[src/rtl/uart_csr_front.sv]
module uart_csr_front #(
  parameter int ADDR_W    = 12,
  parameter int IRQ_DELAY = 4
) (
  input  logic              clk,
  input  logic              rst_n,
  input  logic              req_valid,
  input  logic              req_write,
  input  logic [ADDR_W-1:0] req_addr,
  input  logic [1:0]        req_size,
  input  logic [31:0]       req_wdata,
  output logic              rd_valid,
  output logic [31:0]       rd_data,
  output logic              acc_err,
  output logic              tx_valid,
  output logic [7:0]        tx_byte,
  input  logic              rx_avail,
  input  logic [7:0]        rx_byte,
  output logic              rx_take,
  input  logic              eot_en,
  output logic              eot_pulse,
  output logic              irq
);
  localparam int INT_W = 3;
  localparam int DLY_W = $clog2(IRQ_DELAY + 1);
  localparam logic [ADDR_W-1:0] A_DATA = ADDR_W'(12'h000);
  localparam logic [ADDR_W-1:0] A_STAT = ADDR_W'(12'h004);
  localparam logic [ADDR_W-1:0] A_CTRL = ADDR_W'(12'h008);
  localparam logic [ADDR_W-1:0] A_IDIV = ADDR_W'(12'h00C);
  localparam logic [ADDR_W-1:0] A_FDIV = ADDR_W'(12'h010);
  localparam logic [ADDR_W-1:0] A_LINE = ADDR_W'(12'h014);
  localparam logic [ADDR_W-1:0] A_LVL  = ADDR_W'(12'h018);
  localparam logic [ADDR_W-1:0] A_MASK = ADDR_W'(12'h01C);
  localparam logic [ADDR_W-1:0] A_RAW  = ADDR_W'(12'h020);
  localparam logic [ADDR_W-1:0] A_MSKD = ADDR_W'(12'h024);
  localparam logic [ADDR_W-1:0] A_CLR  = ADDR_W'(12'h028);
  localparam logic [INT_W-1:0] EV_RX = 3'b001;
  localparam logic [INT_W-1:0] EV_TX = 3'b010;
  localparam logic [INT_W-1:0] EV_RT = 3'b100;

  logic [15:0]      ctrl_q, idiv_q;
  logic [5:0]       fdiv_q, lvl_q;
  logic [7:0]       line_q;
  logic [INT_W-1:0] mask_q, raw_q;
  logic             rx_q, irq_q;
  logic [DLY_W-1:0] cnt_q;

  logic [31:0] szmask, wd, rval;
  logic        known, ok, wr, rd;
  logic [INT_W-1:0] ev_set, ev_clr, masked;

  assign szmask = (req_size == 2'd0) ? 32'h0000_00FF :
                  (req_size == 2'd1) ? 32'h0000_FFFF : 32'hFFFF_FFFF;
  assign wd     = req_wdata & szmask;
  assign ok     = req_valid && known && (req_size != 2'd3);
  assign wr     = ok && req_write;
  assign rd     = ok && !req_write;
  assign rx_take = rd && (req_addr == A_DATA) && rx_avail;
  assign masked = raw_q & mask_q;

  always_comb begin
    known = 1'b1;
    rval  = '0;
    case (req_addr)
      A_DATA: rval = rx_avail ? {24'd0, rx_byte} : 32'd0;
      A_STAT: rval = {28'd0, 1'b1, rx_avail, !rx_avail, 1'b1};
      A_CTRL: rval = {16'd0, ctrl_q};
      A_IDIV: rval = {16'd0, idiv_q};
      A_FDIV: rval = {26'd0, fdiv_q};
      A_LINE: rval = {24'd0, line_q};
      A_LVL:  rval = {26'd0, lvl_q};
      A_MASK: rval = {{(32-INT_W){1'b0}}, mask_q};
      A_RAW:  rval = {{(32-INT_W){1'b0}}, raw_q};
      A_MSKD: rval = {{(32-INT_W){1'b0}}, masked};
      A_CLR:  rval = '0;
      default: known = 1'b0;
    endcase
  end

  assign ev_set = ((wr && req_addr == A_DATA) ? EV_TX : '0) |
                  ((rx_avail && !rx_q) ? (EV_RX | EV_RT) : '0);
  assign ev_clr = ((wr && req_addr == A_CLR) ? wd[INT_W-1:0] : '0) |
                  (rx_take ? (EV_RX | EV_RT) : '0);

  always_ff @(posedge clk) begin
    if (!rst_n) begin
      ctrl_q <= 16'h0300;
      idiv_q <= '0;
      fdiv_q <= '0;
      line_q <= '0;
      lvl_q  <= 6'h12;
      mask_q <= '0;
      raw_q  <= '0;
      rx_q   <= 1'b0;
    end else begin
      rx_q  <= rx_avail;
      raw_q <= (raw_q | ev_set) & ~ev_clr;
      if (wr) begin
        case (req_addr)
          A_CTRL: ctrl_q <= wd[15:0];
          A_IDIV: idiv_q <= wd[15:0];
          A_FDIV: fdiv_q <= wd[5:0];
          A_LINE: line_q <= wd[7:0];
          A_LVL:  lvl_q  <= wd[5:0];
          A_MASK: mask_q <= wd[INT_W-1:0];
          default: ;
        endcase
      end
    end
  end

  always_ff @(posedge clk) begin
    if (!rst_n) begin
      rd_valid  <= 1'b0;
      rd_data   <= '0;
      acc_err   <= 1'b0;
      tx_valid  <= 1'b0;
      tx_byte   <= '0;
      eot_pulse <= 1'b0;
    end else begin
      rd_valid  <= req_valid && !req_write;
      rd_data   <= rd ? (rval & szmask) : 32'd0;
      acc_err   <= req_valid && !ok;
      tx_valid  <= wr && (req_addr == A_DATA);
      tx_byte   <= wd[7:0];
      eot_pulse <= wr && (req_addr == A_DATA) && eot_en && (wd[7:0] == 8'h04);
    end
  end

  always_ff @(posedge clk) begin
    if (!rst_n || masked == '0) begin
      cnt_q <= '0;
      irq_q <= 1'b0;
    end else if (!irq_q) begin
      if (cnt_q == DLY_W'(IRQ_DELAY - 1)) irq_q <= 1'b1;
      else                                cnt_q <= cnt_q + 1'b1;
    end
  end

  assign irq = irq_q && (masked != '0);
endmodule

[config.mk]
export PLATFORM = sky130hd
export DESIGN_NAME = uart_csr_front
export DESIGN_NICKNAME = d
export VERILOG_FILES = /design/src/rtl/uart_csr_front.sv
export SDC_FILE = /design/constraint.sdc
export NUM_CORES = 1
export LEC_CHECK = 0
export ABC_AREA = 1
export BUFFER_PORTS_ARGS = -buffer_cell sky130_fd_sc_hd__clkbuf_2
export CORE_MARGIN = 2
export CORE_UTILIZATION = 58
export CTS_CLUSTER_SIZE = 30
export DETAILED_ROUTE_END_ITERATION = 12
export GPL_TIMING_DRIVEN = 0
export HOLD_SLACK_MARGIN = 0.03
export PLACE_DENSITY = 0.92
export SKIP_CTS_REPAIR_TIMING = 1
export SLEW_MARGIN = 20
export SYNTH_ARGS = -nofsm -noshare
export SYNTH_HDL_FRONTEND = slang
export SYNTH_SLANG_ARGS = --single-unit
export TNS_END_PERCENT = 50
[constraint.sdc]
create_clock -name clk -period 2.9 [get_ports clk]
set_input_delay 0 -clock clk [delete_from_list [all_inputs] [get_ports clk]]
set_output_delay 0 -clock clk [all_outputs]
set_load 0.02 [all_outputs]
======== After elaboration in Yosys (flattened, before gate mapping) ========
Cells that the tools add are included.
storage, ports and cells
  bits in registers ....................... 107
  latch bits .............................. 0
  bits in writable memories ............... 0
  ROM bits ................................ 0
  output and inout port bits .............. 46
  word-level logic and storage cells ...... 85
  memories ................................ 0
cells by class
  $add $sub $neg .......................... 1
  multipliers ............................. 0
  div/mod/pow operators ................... 0
  order comparisons ....................... 0
  equality and inequality tests ........... 14
  shift operators ......................... 0
  multiplexer cells ....................... 11
  bitwise operators ....................... 10
  reduce and logical (&&, ||, !) cells .... 33
operators by type and width
  cell                   count
  $pmux W16 S10          1
  $mux W32               2
  $eq A12 B5 Y1 const B  4
  $eq A12 B6 Y1 const B  3
  $and A16 B32 Y32       1
  $eq A12 B4 Y1 const B  2
  $and A16 B16 Y16       1
  $reduce_and A2 Y1      8
  $logic_and A1 B1 Y1    14
  $eq A12 B3 Y1 const B  1
  $logic_not A12 Y1      1
  $reduce_or A11 Y1      1
  $mux W3                3
  $eq A8 B3 Y1 const B   1
  $mux W8                1
  $and A3 B3 Y3          2
  $or A3 B3 Y3           2
  $logic_not A1 Y1       5
  $add A3 B1 Y3 const B  1
  $eq A3 B2 Y1 const B   1
  $logic_not A3 Y1       1
  $mux W1                3
  $not A3 Y3             1
  $or A2 B3 Y3           1
  other kinds (7)        8

======== Logic depth before layout (Yosys ltp) ========
  depth after elaboration ................. 12
  gate-level depth with buffers ........... 13

======== Least setup slack after synthesis ========
No wires, ideal clock.
  path kind ............................... flip-flop to flip-flop
  from .................................... reg cnt_q[0]
  to ...................................... reg cnt_q[2]
  setup time .............................. 64 ps
  arrival ................................. 1295 ps
  data required time ...................... 2836 ps
  path slack .............................. 1541 ps
  cell stages (with the launch flop) ...... 6
  path buffers ............................ 0
  cells stage by stage .................... dfxtp_1 > ha_1 > ha_1 > nor2_1 > mux2_2 > nor2_1
between the ends
  word-level cells in the longest chain between the ends .. 3
  elaborated cells between the ends (all ways) .. 4
  classes of those cells .................. 1 x add/sub; 1 x eq/ne; 1 x bitwise; 1 x reduce/logical
RTL lines
  item                                                                   RTL line  source
  from (decl)                                                            46        logic [DLY_W-1:0] cnt_q;
  from (signal assigned)                                                 136       else cnt_q <= cnt_q + 1'b1;
  parallel branches: the longest is 3 deep, another holds $add A3 B1 Y3  --
Several ways; the timed one is not identified.
A chain may end at the register's enable or synchronous reset.

======== Final worst setup path ========
  from .................................... in rx_avail
  to ...................................... out rx_take
between the ends
  word-level cells in the longest chain between the ends .. 1
RTL lines
  item                 RTL line  source
  from (decl)          17        input logic rx_avail,
  $logic_and A1 B1 Y1  58        assign rx_take = rd && (req_addr == A_DATA) && rx_avail;
  to (decl)            19        output logic rx_take,
No other way between the ends.

==> impl_results.md <==
* HP Start: rx_byte[0]
* Yosys top cell area share at 0.4202
* Max-Cap Viols at 0
* Die area at a little over 8000 um^2
* Initial antenna violation count at 0
* Layout Nets at approximately 800
* Fin crit period at 1.888 ns
* Count leader, synth: nor2_1
* Clock latency on the worst-skew pair at 0.37 ns
* Synth cell types at 35
* Layout Utilization at 0.7235
* Top FF cell, synth: dfxtp_1
* First-pass GRT wire length at about 18000 um
* Mapped cell area at roughly 4300 um^2
* Number of port buffers at 66
* Tot GR Track Use at 0.2790
* WHS at between 0.02 and 0.03 ns
* RSZ-0062 raised after global routing: false
* Worst min path class: input port to flip-flop
* Fmax achieved at 0.5297 GHz
* Startpoint types: input port
* WHS Endpoint: rd_data[0]
* Met3 track demand over resource at 0.04591
* Antenna cells at 0
* Max transition margin at 0.5219
* Avg Inst Size Synth at 6.742 um^2
* Dpl hpwl at 8100 um
* Post-DP Area at between 4000 and 5000 um^2
* Global placer's final weighted congestion at ~0.94
* Wirelength per Cell at 14.28 um
* Area contributors post-synth: dfxtp_1 42%, nor2_1 14%, nand2_1 13%
* Row cnt at 31
* R2R Path End: cnt_q[2]
* RR Startpoint: cnt_q[0]
* Total iterations of the first detailed-routing run at 8
* Largest area contributor in the netlist: dfxtp_1
* Grt ovf at 0
* Final setup violating endpoints at 0
* Fillcell total at roughly 560
* Worst Path Required at about 2.9 ns
* Crit-path max FO at 8
* Final Max Tran Viols at 0
* Post-Syn Instances at between 600 and 700
* Post-route cell area at 5248 um^2
* Clk sinks at 91
* Layout Skew at 0.005299 ns
* CTS H-Tree Depth at 3
* DIE WIDTH at around 90 um
* Vias post-DR at 4616
* Worst EP arrival at 1.89 ns
* Final Hold Viols at 0
* Post-synth top cells: 158 x nor2_1, 148 x nand2_1, 97 x inv_1
* Core box area at slightly above 7000 um^2
* Crit share post-route at 0.6510
* Share of cells above drive strength 1 at 0.1829
* Power per cell area at between 400 and 500 nW/um^2
* Synthesis-stage register bit count at between 90 and 100
* Peak VDD IR at between 0.2 and 0.3 mV
* Ports at around 110
* R2R setup slack at 1.33 ns
* Antenna viol nets, final at 0
* DRC viols at 0
* Dpl cells at slightly above 800
* Leakage at roughly 2.9 nW
* Vias in the first global route at between 3000 and 4000
* Detailed-route vias per instance at 5.374
* Root Driver: clkbuf_8
* GR peak layer: met2
* Outcome: completed
* Place WS at roughly 1.2 ns
* Worst Hold Path Cells at 5
* Layout Cells excl Fill at approximately 860
* CTS tree: built
* R2R cell count at 5
* EDFF count, synth at 0
* Worst-Margin Slew at 0.7146 ns
* Synth Warn # at 0
* Initial cell density of the core at 0.5977
* Fin worst setup slack at 1.012 ns
* CTS Buf Count at 9
* Area Overhead vs Synth at 21.04%
* Sequential-to-total area share from yosys stat at 0.4202
* Critical path class: input port to output pin
* Fin Setup TNS at 0 ns
* Worst-path clk slew at 0.09 ns
* Overall power at between 2 and 2.5 mW
* Worst setup EP type: output pin
* CTS max path bufs at 2
* Met1 Usage GRT at 0.3413
* Die extent in y at between 90 and 100 um
* Largest net degree at the start of global routing at 17
* Drt total wl at between 10000 and 15000 um
* Async set or reset register ratio after synthesis at 0
* 1st-iter DRT viols at just under 500
* Met2 GRT Util at 0.4605
## cells in the final DEF (no fill, tap or decap), types with 8 or more instances in the layout
master	netlist	layout
clkbuf_1	10	11
buf_2	11	11
nor2_1	158	158
nand2_1	148	148
buf_4	17	17
clkbuf_8	0	9
dlygate4sd3_1	0	20
conb_1	1	16
inv_1	97	97
nand3_1	8	8
o22ai_1	21	21
a21oi_1	10	10
o21ai_0	15	15
clkbuf_2	0	66
dfxtp_1	91	91
## report_power, final
group / switching [mW] / internal [mW]
registers: 0.00330 / 1.26
logic: 0.127 / 0.0739
clock network: 0.479 / 0.411
total: 0.609 / 1.74
## registers in the layout, indices dropped and copies added (netlist names)
register / count
rd_data: 16
raw_q: 3
tx_byte: 8
rd_valid: 1
acc_err: 1
rx_q: 1
fdiv_q: 6
line_q: 8
cnt_q: 3
eot_pulse: 1
lvl_q: 6
idiv_q: 16
irq_q: 1
ctrl_q: 16
mask_q: 3
tx_valid: 1
## final cells by class
type | count | area [um^2] | share of cell area
multi-input combinational | 423 | 1937 | 0.3691
sequential | 91 | 1822 | 0.3472
timing repair buffer | 86 | 530.5 | 0.1011
inverter | 102 | 382.9 | 0.07296
buffer | 42 | 250.2 | 0.04769
clock buffer | 10 | 127.6 | 0.02432
tap | 99 | 123.9 | 0.02361
clock inverter | 6 | 73.82 | 0.01407
## critical path: stages
cell and delay, ns:
dlygate4sd3_1 0.54, clkbuf_2 0.13, inv_1 0.08, nor2_1 0.57, nand4_1 0.28, inv_1 0.11, clkbuf_2 0.17
## layer usage
layer / share of wire / wire length (um)
met1: 0.36 / 4462
met2: 0.46 / 5688
met3: 0.12 / 1487
met4: 0.051 / 626
met5: 0 / 0
## cells by family (layout without fill, tap and decap cells)
kind of cell | Yosys count | after routing | share of synthesized area
buf+inv | 144 | 246 | 0.1460
mux | 1 | 1 | 0.002597
other cells | 1 | 16 | 0.0008650
simple gates | 347 | 347 | 0.3431
xor+xnor | 1 | 1 | 0.002021
compound gates | 56 | 56 | 0.07937
flops | 91 | 91 | 0.4202
fa+ha+maj | 2 | 2 | 0.005771
## worst max path at each step
| stage | from | to | slack (ns) | depth (start not counted) |
|---|---|---|---|---|
| after global routing | rx_avail | rx_take | 1.0 | 7 |
| after floorplan | cnt_q[0] | cnt_q[2] | 1.54 | 5 |
| final | rx_avail | rx_take | 1.01 | 7 |
| after detailed placement | req_addr[2] | ctrl_q[15] | 1.22 | 13 |
| after CTS | req_addr[11] | rx_take | 1.28 | 9 |
| after global placement | req_addr[11] | raw_q[2] | 1.25 | 9 |
Note: power is estimated with default switching activity, not from simulation.
